[config.mk]
export PLATFORM = sky130hd
export DESIGN_NAME = mwin_decoder
export DESIGN_NICKNAME = d
export VERILOG_FILES = /design/src/rtl/mwin_pkg.sv /design/src/rtl/mwin_rst_sync.sv /design/src/rtl/mwin_regfile.sv /design/src/rtl/mwin_match.sv /design/src/rtl/mwin_select.sv /design/src/rtl/mwin_decoder.sv
export SDC_FILE = /design/constraint.sdc
export NUM_CORES = 1
export LEC_CHECK = 0
export ABC_AREA = 1
export BUFFER_PORTS_ARGS = -buffer_cell sky130_fd_sc_hd__buf_2
export CELL_PAD_IN_SITES_DETAIL_PLACEMENT = 1
export CELL_PAD_IN_SITES_GLOBAL_PLACEMENT = 2
export CORE_MARGIN = 5
export CORE_UTILIZATION = 31
export CTS_CLUSTER_DIAMETER = 80
export DETAILED_ROUTE_END_ITERATION = 8
export PLACE_DENSITY = 0.89
export SLEW_MARGIN = 30
export SYNTH_ARGS = -nofsm -noshare
export SYNTH_HDL_FRONTEND = slang
export SYNTH_HIERARCHICAL = 1
export SYNTH_SLANG_ARGS = --single-unit
[constraint.sdc]
create_clock -name clk -period 3.7 [get_ports clk]
set_input_delay 0.185 -clock clk [delete_from_list [all_inputs] [get_ports clk]]
set_output_delay 0.185 -clock clk [all_outputs]
set_load 0.05 [all_outputs]
[src/rtl/mwin_pkg.sv]
package mwin_pkg;
  localparam int NUM_WIN    = 4;
  localparam int ADDR_W     = 32;
  localparam int FIELD_W    = 16;
  localparam int REG_W      = 32;
  localparam int CFG_AW     = 8;
  localparam int IDX_W      = $clog2(NUM_WIN);
  localparam logic [CFG_AW-1:0] WIN_OFF  = 8'h60;
  localparam logic [CFG_AW-1:0] ATTR_OFF = 8'h74;

  typedef struct packed {
    logic [FIELD_W-1:0] upper;
    logic [FIELD_W-1:0] lower;
  } win_reg_t;

  localparam win_reg_t WIN_RESET = '{upper: 16'h0000, lower: 16'hFFFF};
endpackage

[src/rtl/mwin_rst_sync.sv]
module mwin_rst_sync #(
  parameter int STAGES = 2
) (
  input  logic clk,
  input  logic rst_n,
  output logic rst_sync_n
);
  logic [STAGES-1:0] sync_q;
  logic [STAGES-1:0] sync_d;

  always_comb begin
    sync_d = {sync_q[STAGES-2:0], 1'b1};
  end

  always_ff @(posedge clk or negedge rst_n) begin
    if (!rst_n) sync_q <= '0;
    else        sync_q <= sync_d;
  end

  assign rst_sync_n = sync_q[STAGES-1];
endmodule

[src/rtl/mwin_regfile.sv]
module mwin_regfile
  import mwin_pkg::*;
#(
  parameter int N = NUM_WIN
) (
  input  logic              clk,
  input  logic              rst_n,
  input  logic [CFG_AW-1:0] cfg_addr,
  input  logic              cfg_we,
  input  logic [REG_W-1:0]  cfg_wdata,
  output logic [REG_W-1:0]  cfg_rdata,
  output win_reg_t          win_o [N],
  output logic [N-1:0]      attr_o
);
  localparam int SPAN = N * 4;
  localparam int SW   = (N > 1) ? $clog2(N) : 1;

  logic [CFG_AW-1:0] rel_off;
  logic              win_sel;
  logic [SW-1:0]     win_num;
  logic              attr_sel;
  logic [N-1:0]      win_wen;
  logic              attr_wen;

  always_comb begin
    rel_off  = cfg_addr - WIN_OFF;
    win_sel  = (int'(rel_off) < SPAN) && (rel_off[1:0] == 2'b00);
    win_num  = rel_off[SW+1:2];
    attr_sel = (cfg_addr == ATTR_OFF);
    attr_wen = cfg_we && attr_sel;
    for (int k = 0; k < N; k++) begin
      win_wen[k] = cfg_we && win_sel && (int'(win_num) == k);
    end
  end

  for (genvar g = 0; g < N; g++) begin : g_win
    win_reg_t win_q;
    win_reg_t win_d;

    always_comb begin
      win_d = win_q;
      if (win_wen[g]) win_d = win_reg_t'(cfg_wdata);
    end

    always_ff @(posedge clk or negedge rst_n) begin
      if (!rst_n) win_q <= WIN_RESET;
      else        win_q <= win_d;
    end

    assign win_o[g] = win_q;


    win_write_chk: assert property (@(posedge clk) disable iff (!rst_n)
      win_wen[g] |=> (win_q == $past(cfg_wdata)));
  end

  logic [N-1:0] attr_q;
  logic [N-1:0] attr_d;

  always_comb begin
    attr_d = attr_q;
    if (attr_wen) attr_d = cfg_wdata[N-1:0];
  end

  always_ff @(posedge clk or negedge rst_n) begin
    if (!rst_n) attr_q <= '0;
    else        attr_q <= attr_d;
  end

  assign attr_o = attr_q;

  always_comb begin
    cfg_rdata = '0;
    if (win_sel) begin
      for (int k = 0; k < N; k++) begin
        if (int'(win_num) == k) cfg_rdata = win_o[k];
      end
    end else if (attr_sel) begin
      cfg_rdata[N-1:0] = attr_q;
    end
  end


  attr_hi_zero_chk: assert property (@(posedge clk) disable iff (!rst_n)
    attr_sel |-> (cfg_rdata[REG_W-1:N] == '0));


  one_target_chk: assert property (@(posedge clk) disable iff (!rst_n)
    $onehot0({win_wen, attr_wen}));
endmodule

[src/rtl/mwin_match.sv]
module mwin_match
  import mwin_pkg::*;
#(
  parameter int N = NUM_WIN
) (
  input  logic [ADDR_W-1:0] lk_addr,
  input  win_reg_t          win_i [N],
  output logic [N-1:0]      match_o
);
  localparam int HI = ADDR_W - 1;
  localparam int LO = ADDR_W - FIELD_W;

  logic [FIELD_W-1:0] page;
  assign page = lk_addr[HI:LO];

  for (genvar g = 0; g < N; g++) begin : g_cmp
    logic above_lower;
    logic below_upper;
    always_comb begin
      above_lower = (page >= win_i[g].lower);
      below_upper = (page <= win_i[g].upper);
      match_o[g]  = above_lower && below_upper;
    end
  end
endmodule

[src/rtl/mwin_select.sv]
module mwin_select
  import mwin_pkg::*;
#(
  parameter int N = NUM_WIN
) (
  input  logic             clk,
  input  logic             rst_n,
  input  logic [N-1:0]     match_i,
  input  logic [N-1:0]     attr_i,
  input  logic             lbuf_en,
  output logic             hit,
  output logic [IDX_W-1:0] win_idx,
  output logic             buffered
);
  logic [N-1:0]     grant;
  logic             any_match;
  logic             hit_d;
  logic [IDX_W-1:0] idx_d;
  logic             buf_d;
  logic             found;

  always_comb begin
    grant = '0;
    found = 1'b0;
    idx_d = '0;
    for (int k = 0; k < N; k++) begin
      if (match_i[k] && !found) begin
        grant[k] = 1'b1;
        idx_d    = IDX_W'(k);
        found    = 1'b1;
      end
    end
    any_match = |match_i;
    hit_d     = any_match;
    buf_d     = lbuf_en && |(grant & attr_i);
  end

  always_ff @(posedge clk or negedge rst_n) begin
    if (!rst_n) begin
      hit      <= 1'b0;
      win_idx  <= '0;
      buffered <= 1'b0;
    end else begin
      hit      <= hit_d;
      win_idx  <= idx_d;
      buffered <= buf_d;
    end
  end


  grant_onehot_chk: assert property (@(posedge clk) disable iff (!rst_n)
    $onehot0(grant) && ((grant == '0) == (match_i == '0)));


  hit_follows_chk: assert property (@(posedge clk) disable iff (!rst_n)
    any_match |=> hit);


  miss_follows_chk: assert property (@(posedge clk) disable iff (!rst_n)
    !any_match |=> !hit);


  buf_gate_chk: assert property (@(posedge clk) disable iff (!rst_n)
    !lbuf_en |=> !buffered);


  miss_quiet_chk: assert property (@(posedge clk) disable iff (!rst_n)
    !hit |-> (win_idx == '0 && !buffered));
endmodule

[src/rtl/mwin_decoder.sv]
module mwin_decoder
  import mwin_pkg::*;
(
  input  logic              clk,
  input  logic              rst_n,
  input  logic [CFG_AW-1:0] cfg_addr,
  input  logic              cfg_we,
  input  logic [REG_W-1:0]  cfg_wdata,
  output logic [REG_W-1:0]  cfg_rdata,
  input  logic              lbuf_en,
  input  logic [ADDR_W-1:0] lk_addr,
  output logic              hit,
  output logic [IDX_W-1:0]  win_idx,
  output logic              buffered
);
  logic             rst_sync_n;
  win_reg_t         win_w [NUM_WIN];
  logic [NUM_WIN-1:0] attr_w;
  logic [NUM_WIN-1:0] match_w;

  mwin_rst_sync #(.STAGES(2)) u_rst (
    .clk        (clk),
    .rst_n      (rst_n),
    .rst_sync_n (rst_sync_n)
  );

  mwin_regfile #(.N(NUM_WIN)) u_regs (
    .clk       (clk),
    .rst_n     (rst_sync_n),
    .cfg_addr  (cfg_addr),
    .cfg_we    (cfg_we),
    .cfg_wdata (cfg_wdata),
    .cfg_rdata (cfg_rdata),
    .win_o     (win_w),
    .attr_o    (attr_w)
  );

  mwin_match #(.N(NUM_WIN)) u_match (
    .lk_addr (lk_addr),
    .win_i   (win_w),
    .match_o (match_w)
  );

  mwin_select #(.N(NUM_WIN)) u_sel (
    .clk      (clk),
    .rst_n    (rst_sync_n),
    .match_i  (match_w),
    .attr_i   (attr_w),
    .lbuf_en  (lbuf_en),
    .hit      (hit),
    .win_idx  (win_idx),
    .buffered (buffered)
  );
endmodule

==> run metrics, run 1 <==
status complete, no violations; share of layout cells above drive strength 1 0.153; met1 GRT Util 0.260; Finish-stage setup viols 0; Layout area overhead 14.8%; PD cells 365 nW/um^2; Remaining Overflow, GRT 0; Max Cap Viol 0; Worst Setup Start Kind primary input; initial antenna violation count 0; async set or reset register ratio after synthesis 1.00; CTS root buffer clkbuf_16; Top delay family on crit path buffers and inverters; Leak Pwr 5.81 nW; type of the worst setup path primary input to output port; setup TNS 0 ns; DP HPWL 26.1 mm; hold path depth 3; post-placement cell count 1938; Critical Path RT 3.51 ns; WL/cell 18.7 um; Hold Fails Final Rpt 0; CTS HTree Levels 4; Vias/cell 5.06; post-synth top area cell dfrtp_1; R2R depth 13; final slew viol count 0; Worst Path Buf+Inv 4; met3 usage 0.0289; Yosys reg bits 138; WL final 36.9 mm; post-route DRC violation count 0; Clock Latency Late Sink 0.44 ns; PortBufs 95; synth unique cells 30; first-pass GRT wire length 58.6 mm; Seq/Total Area, Yosys 0.341; number of gates resized after CTS 0; largest net degree at the start of global routing 106; grt peak-use layer met2; Layout Skew 0.00981 ns; final worst path period share 0.699; vias in the first global route 10.4k; Fmax 0.386 GHz; die height 193 um; M2 GR Usage 0.357; Final Critical Period 2.59 ns; Tightest Pin Transition 0.808 ns; CP Cell Sequence buf_2, inv_4, nor2_4, buf_4, nand2_1, nand3_1, o21ai_0, nor2_1, buf_2; Final nets 1718; CTS tree done; die area 37200 sq um; CP endpoint kind output port; CTS Buffer Depth 2; top cells by count, synth nand2_1, inv_1, nand4_1; Hold WS 0.0175 ns; Mapped Nets 1650; Starting Density 0.311; Vias 9982; Placer Congestion 0.815; Antenna Diode Count 0; clk sinks 138; Antenna Nets Post-Route 0; die extent in x 193 um; largest cells by area after synthesis dfrtp_1, nand2_1, dfstp_2; Top Ports 112; Post-synth EDFFs 0; core area 33300 sq um; cell with the most instances after synthesis nand2_1; Syn. warnings 6; Num CTS Buffers 17; Slew HR 0.461; synthesized cell area 10400 sq um; 1st-pass router iterations 4; Final Non-Filler Cells 1974; Syn Inst Count 1445; post-synth top area share 0.179; Tot GR Track Use 0.204; Critical Path Stages 9; slowest CP cell nor2_4; crit-path max FO 26; CP peak stage delay 0.59 ns; IR drop worst, VDD 229 uV; arrival time worst endpoint 2.40 ns; ys flop type dfrtp_1; Reg clk slew, reported paths 0.06 ns; initial drt markers 592; site row count 67; post-synthesis average cell area 7.17 sq um; class of the worst hold path primary input to flip-flop; RSZ-0062 raised after global routing false; most used cell, CP buf_2
## worst paths after layout
kind | startpoint | to | slack, ns
setup / recovery | cfg_addr[2] | cfg_rdata[5] | 1.11
hold / removal | cfg_wdata[7] | u_regs/win_o[7] | 0.02
setup reg to reg | u_regs/win_o[107] | u_sel/buffered | 1.20
hold reg to reg | u_rst/sync_q[1] | u_sel/buffered | 0.33
max in group asynchronous | u_rst/sync_q[1] | u_regs/win_o[14] | 2.52
min in group asynchronous | rst_n | u_rst/sync_q[1] | 0.06
## cell usage in the layout, fill, tap and decap left out
cell and count:
nand2_1 485, inv_1 194, nand4_1 138, ha_1 129, buf_2 94, nor2_1 85, dfrtp_1 73, dfstp_2 64
a21oi_1 61, nand3_1 48, o21ai_0 46, buf_4 21, clkbuf_16 19, o211ai_1 8, or2_2 6, clkbuf_1 5
nor3_2 5, dlygate4sd3_1 4, a21o_1 4, o21a_1 4, nor3_1 4, clkinv_2 3, o21bai_1 3, inv_2 3
bufinv_16 2, clkbuf_8 2, nand2_2 2, nor2_4 2, nand3_2 2, buf_12 2, nor2_2 2, clkinv_4 1
inv_4 1, nor2_8 1, and2_1 1, conb_1 1, dfrtp_4 1
## sequential cells by signal, indices dropped and copies added (netlist names)
name and cells:
u_rst/sync_q 2, u_sel/hit 1, u_sel/win_idx 2, u_sel/buffered 1, u_regs/win_o 128, u_regs/attr_o 4
## metal layers
layer / vias up / share of wire / wire [um]
met5: - / 0 / 0
met4: 0 / 0.025 / 939
met3: 47 / 0.031 / 1140
met2: 174 / 0.50 / 18600
met1: 4920 / 0.44 / 16200
li1: 4841 / - / -
## worst reg2reg max path, stage by stage (launching register included)
cell,delay (ns)
dfstp_2,0.54
inv_1,0.04
ha_1,0.32
a21oi_1,0.13
o21ai_0,0.11
a21oi_1,0.30
nand3_1,0.21
nand2_1,0.12
inv_1,0.10
nor2_2,0.21
nand3_2,0.11
nor2_2,0.09
nor2_1,0.05
nor2_1,0.10
## cell families (layout without fill, tap and decap cells)
group	after synthesis	count (layout)	share of synthesized area
flip-flops	138	138	0.341
buffers and inverters	270	351	0.105
AO/OA/AOI/OAI	126	126	0.0655
AND/OR/NAND/NOR	781	781	0.332
other	1	1	0.000362
adder cells (fa/ha/maj)	129	129	0.156
## repair_timing
action | 4_1_cts | 5_1_grt
setup buffers | 0 | 0
endpoints found under the hold margin | 6 | 0
hold buffers | 4 | 0
## cell type report
| class | count | area [sq um] |
|---|---|---|
| Fill cell | 4216 | 21400 |
| Multi-Input combinational cell | 1037 | 5740 |
| Sequential cell | 138 | 3540 |
| Inverter | 198 | 746 |
| Timing Repair Buffer | 121 | 708 |
| Tap cell | 448 | 561 |
| Clock buffer | 26 | 522 |
| Clock inverter | 6 | 83.8 |
## report_power, final
part / internal [mW] / leakage [nW] / switching (mW) / total (mW)
clock network: 1.11 / 0.299 / 0.697 / 1.81
logic: 0.272 / 3.84 / 0.553 / 0.825
registers: 1.63 / 1.67 / 0.0824 / 1.72
total: 3.01 / 5.81 / 1.33 / 4.35
## through the flow
stage / setup WS, ns / area, sq um / utilization / total power [mW]
floorplan: 1.35 / 10400 / - / 2.24
global placement: 1.12 / 11300 / 0.338 / 2.51
detailed placement: 1.12 / 11300 / 0.338 / 2.56
CTS: 1.10 / 11900 / 0.357 / 4.40
global route: 0.921 / 11900 / 0.357 / 4.59
finish: 1.11 / 11900 / 0.357 / 4.35
Power figures use the tool's default switching activity.
==> inputs of run 2 (changes only) <==
Clock period 3.7 ns to 2.35 ns, I/O delays scaled along.
==> run 2 against run 1 <==
Sequential share of layout area down 1.3 points. Critical path depth is 4 higher. Wire length increased by 1.4%. Largest cell class unchanged. Global-route usage barely moved. Clock-buffer cell count fell by 9. Largest power group unchanged. Non-clock buffer count grew 50. Die area unchanged. Cell count grew 2.5%. Worst hold slack better by 0.18 ns. Power grew 59%. Clock power is 57% higher. Setup slack worse by 0.95 ns.
==> run metrics, run 2 (same netlist as run 1, synthesis figures left out) <==
Remaining Overflow, GRT 0 (unchanged); class of the worst hold path primary input to flip-flop; Layout area overhead 20.1%; arrival time worst endpoint 2.55 ns (+0.15 ns); final slew viol count 0 (unchanged); share of layout cells above drive strength 1 0.166 (+0.0136); Vias/cell 5.04 (-0.24%); initial drt markers 566 (-4.4%); CTS HTree Levels 4 (unchanged); die area 37200 sq um (unchanged); Finish-stage setup viols 0 (unchanged); 1st-pass router iterations 5 (+1); critical path launch point u_regs/win_o[29]; Final WS setup 0.163 ns (-0.949 ns); PD cells 556 nW/um^2 (+52%); crit-path max FO 3 (-88%); Top delay family on crit path compound AO/OA/AOI/OAI gates; CP Cell Sequence inv_1, ha_1, a21oi_1, o21ai_0, a21oi_1, nand2_1, nand2_1, nand2_1, inv_1, nand3_2, nor2_2, nor2_1, nor2_1; CP endpoint kind flip-flop; Max Cap Viol 0 (unchanged); Vias 10.2k (+2.3%); post-route DRC violation count 0 (unchanged); initial antenna violation count 0 (unchanged); Placer Congestion 0.824 (+1.1%); pre-CTS setup slack 0.0429 ns (-1.08 ns); first-pass GRT wire length 58.9 mm (+0.49%); vias in the first global route 10.8k (+3.2%); CP peak stage delay 0.38 ns (-0.21 ns); setup TNS 0 ns (unchanged); core area 33300 sq um (unchanged); FF-to-FF setup slack 0.16 ns (-1.04 ns); die height 193 um (unchanged); largest net degree at the start of global routing 75 (-29%); clk sinks 138 (unchanged); min-delay src cfg_addr[7]; PortBufs 95 (unchanged); Hold WS 0.194 ns (+0.176 ns); WL/cell 18.5 um (-1.1%); post-route design area 12400 sq um (+4.6%); Fmax 0.457 GHz; hold path depth 4 (+1); Starting Density 0.311 (unchanged); most used cell, CP nand2_1; Clock Latency Late Sink 0.44 ns (about the same); commonest cells after routing, fill and taps aside nand2_1, inv_1, nand4_1, ha_1, buf_2; status complete, no violations; area post-placement 11500 sq um (+1.9%); DP HPWL 27.0 mm (+3.2%); CTS Buffer Depth 2 (unchanged); IR drop worst, VDD 345 uV (+51%); Worst Path Buf+Inv 2 (-2); Filler cells 4165 (-1.2%); slowest CP cell dfrtp_1; Leak Pwr 6.05 nW (+4.2%); Num CTS Buffers 17 (unchanged); type of the worst setup path flip-flop to flip-flop; CTS tree done; most common cell after layout, fill and taps aside nand2_1; Antenna Diode Count 0 (unchanged); WL final 37.5 mm (+1.4%); Critical Path RT 2.72 ns (-0.79 ns); Top Ports 112 (unchanged); reg2reg start u_regs/win_o[29]; Slew HR 0.550 (+0.0884); Hold Crit Endpoint u_regs/attr_o[2]; site row count 67 (unchanged); Antenna Nets Post-Route 0 (unchanged); final worst path period share 0.931; Worst Setup Start Kind flip-flop; Final nets 1768 (+2.9%); max FFs per register 128 (unchanged); Tot GR Track Use 0.205 (+0.000394); Hold Fails Final Rpt 0 (unchanged); CTS root buffer clkbuf_16; RR Endpoint u_sel/buffered; die extent in x 193 um (unchanged); Layout Skew 0.0144 ns (+0.00462 ns); R2R depth 13 (unchanged); Reg clk slew, reported paths 0.06 ns (about the same); Final Critical Period 2.19 ns; Tightest Pin Transition 0.670 ns (-0.138 ns)
## run 2: cell types whose count changed in the layout (fill, tap and decap cells not counted), moves of 2 or more
cell,delta
clkbuf_1,-5
inv_6,+7
buf_4,+17
clkbuf_8,-2
clkbuf_16,-2
nand3_2,+2
buf_12,+5
clkinv_2,-3
inv_8,+2
clkinv_4,+2
nand3_1,-2
buf_2,-3
dlygate4sd3_1,+31
## run 2: area by class of cell
class                   instances  area (sq um)  share of cell area
clock buffers                  17           425              0.0342
clock inverters                15           178              0.0143
inverters                     198           746              0.0599
multi-input cells            1037          5770               0.464
flip-flops and latches        138          3540               0.284
well taps                     448           561              0.0450
repair buffers                171          1230              0.0989
## run 2: worst max path at each step
stage,end,slack (ns),cells past startpoint
after floorplan,u_regs/attr_o[0],0.12,0
after CTS,u_sel/buffered,0.02,13
after detailed placement,u_sel/buffered,0.04,13
after global placement,u_sel/buffered,0.06,13
after global routing,u_sel/buffered,-0.01,13
final,u_sel/buffered,0.16,13
## run 2: worst reg2reg max path: stages (launching register included)
cell	delay, ns
dfrtp_1	0.38
inv_1	0.08
ha_1	0.29
a21oi_1	0.16
o21ai_0	0.12
a21oi_1	0.36
nand2_1	0.11
nand2_1	0.14
nand2_1	0.09
inv_1	0.10
nand3_2	0.10
nor2_2	0.08
nor2_1	0.05
nor2_1	0.07
## run 2: per-layer routing
| layer | share of wire | vias up | GRT usage |
|---|---|---|---|
| li1 | - | 4944 | - |
| met1 | 0.44 | 5048 | 0.261 |
| met2 | 0.50 | 175 | 0.362 |
| met3 | 0.031 | 43 | 0.0230 |
| met4 | 0.025 | 0 | 0.0642 |
| met5 | 0 | - | 0 |
## run 2: power breakdown
| part | switching [mW] | internal, mW | total (mW) | leakage, nW |
|---|---|---|---|---|
| logic | 0.893 | 0.486 | 1.38 | 4.09 |
| clock network | 1.24 | 1.61 | 2.85 | 0.294 |
| registers | 0.123 | 2.57 | 2.70 | 1.67 |
## run 2: metrics by stage
stage          utilization  total power, mW  cells
5_1_grt              0.374             7.29   2024
3_5_place_dp         0.344             4.06   1957
6_report             0.374             6.92   2024
3_3_place_gp         0.344             3.99   1957
4_1_cts              0.373             7.00   2024
2_1_floorplan            -             3.53   1445
## run 2: repair_timing
action	CTS	global route
setup buffers	0	0
gates resized for setup	0	9
hold buffers	35	0
setup endpoints to repair	0	4
endpoints found under the hold margin	125	0
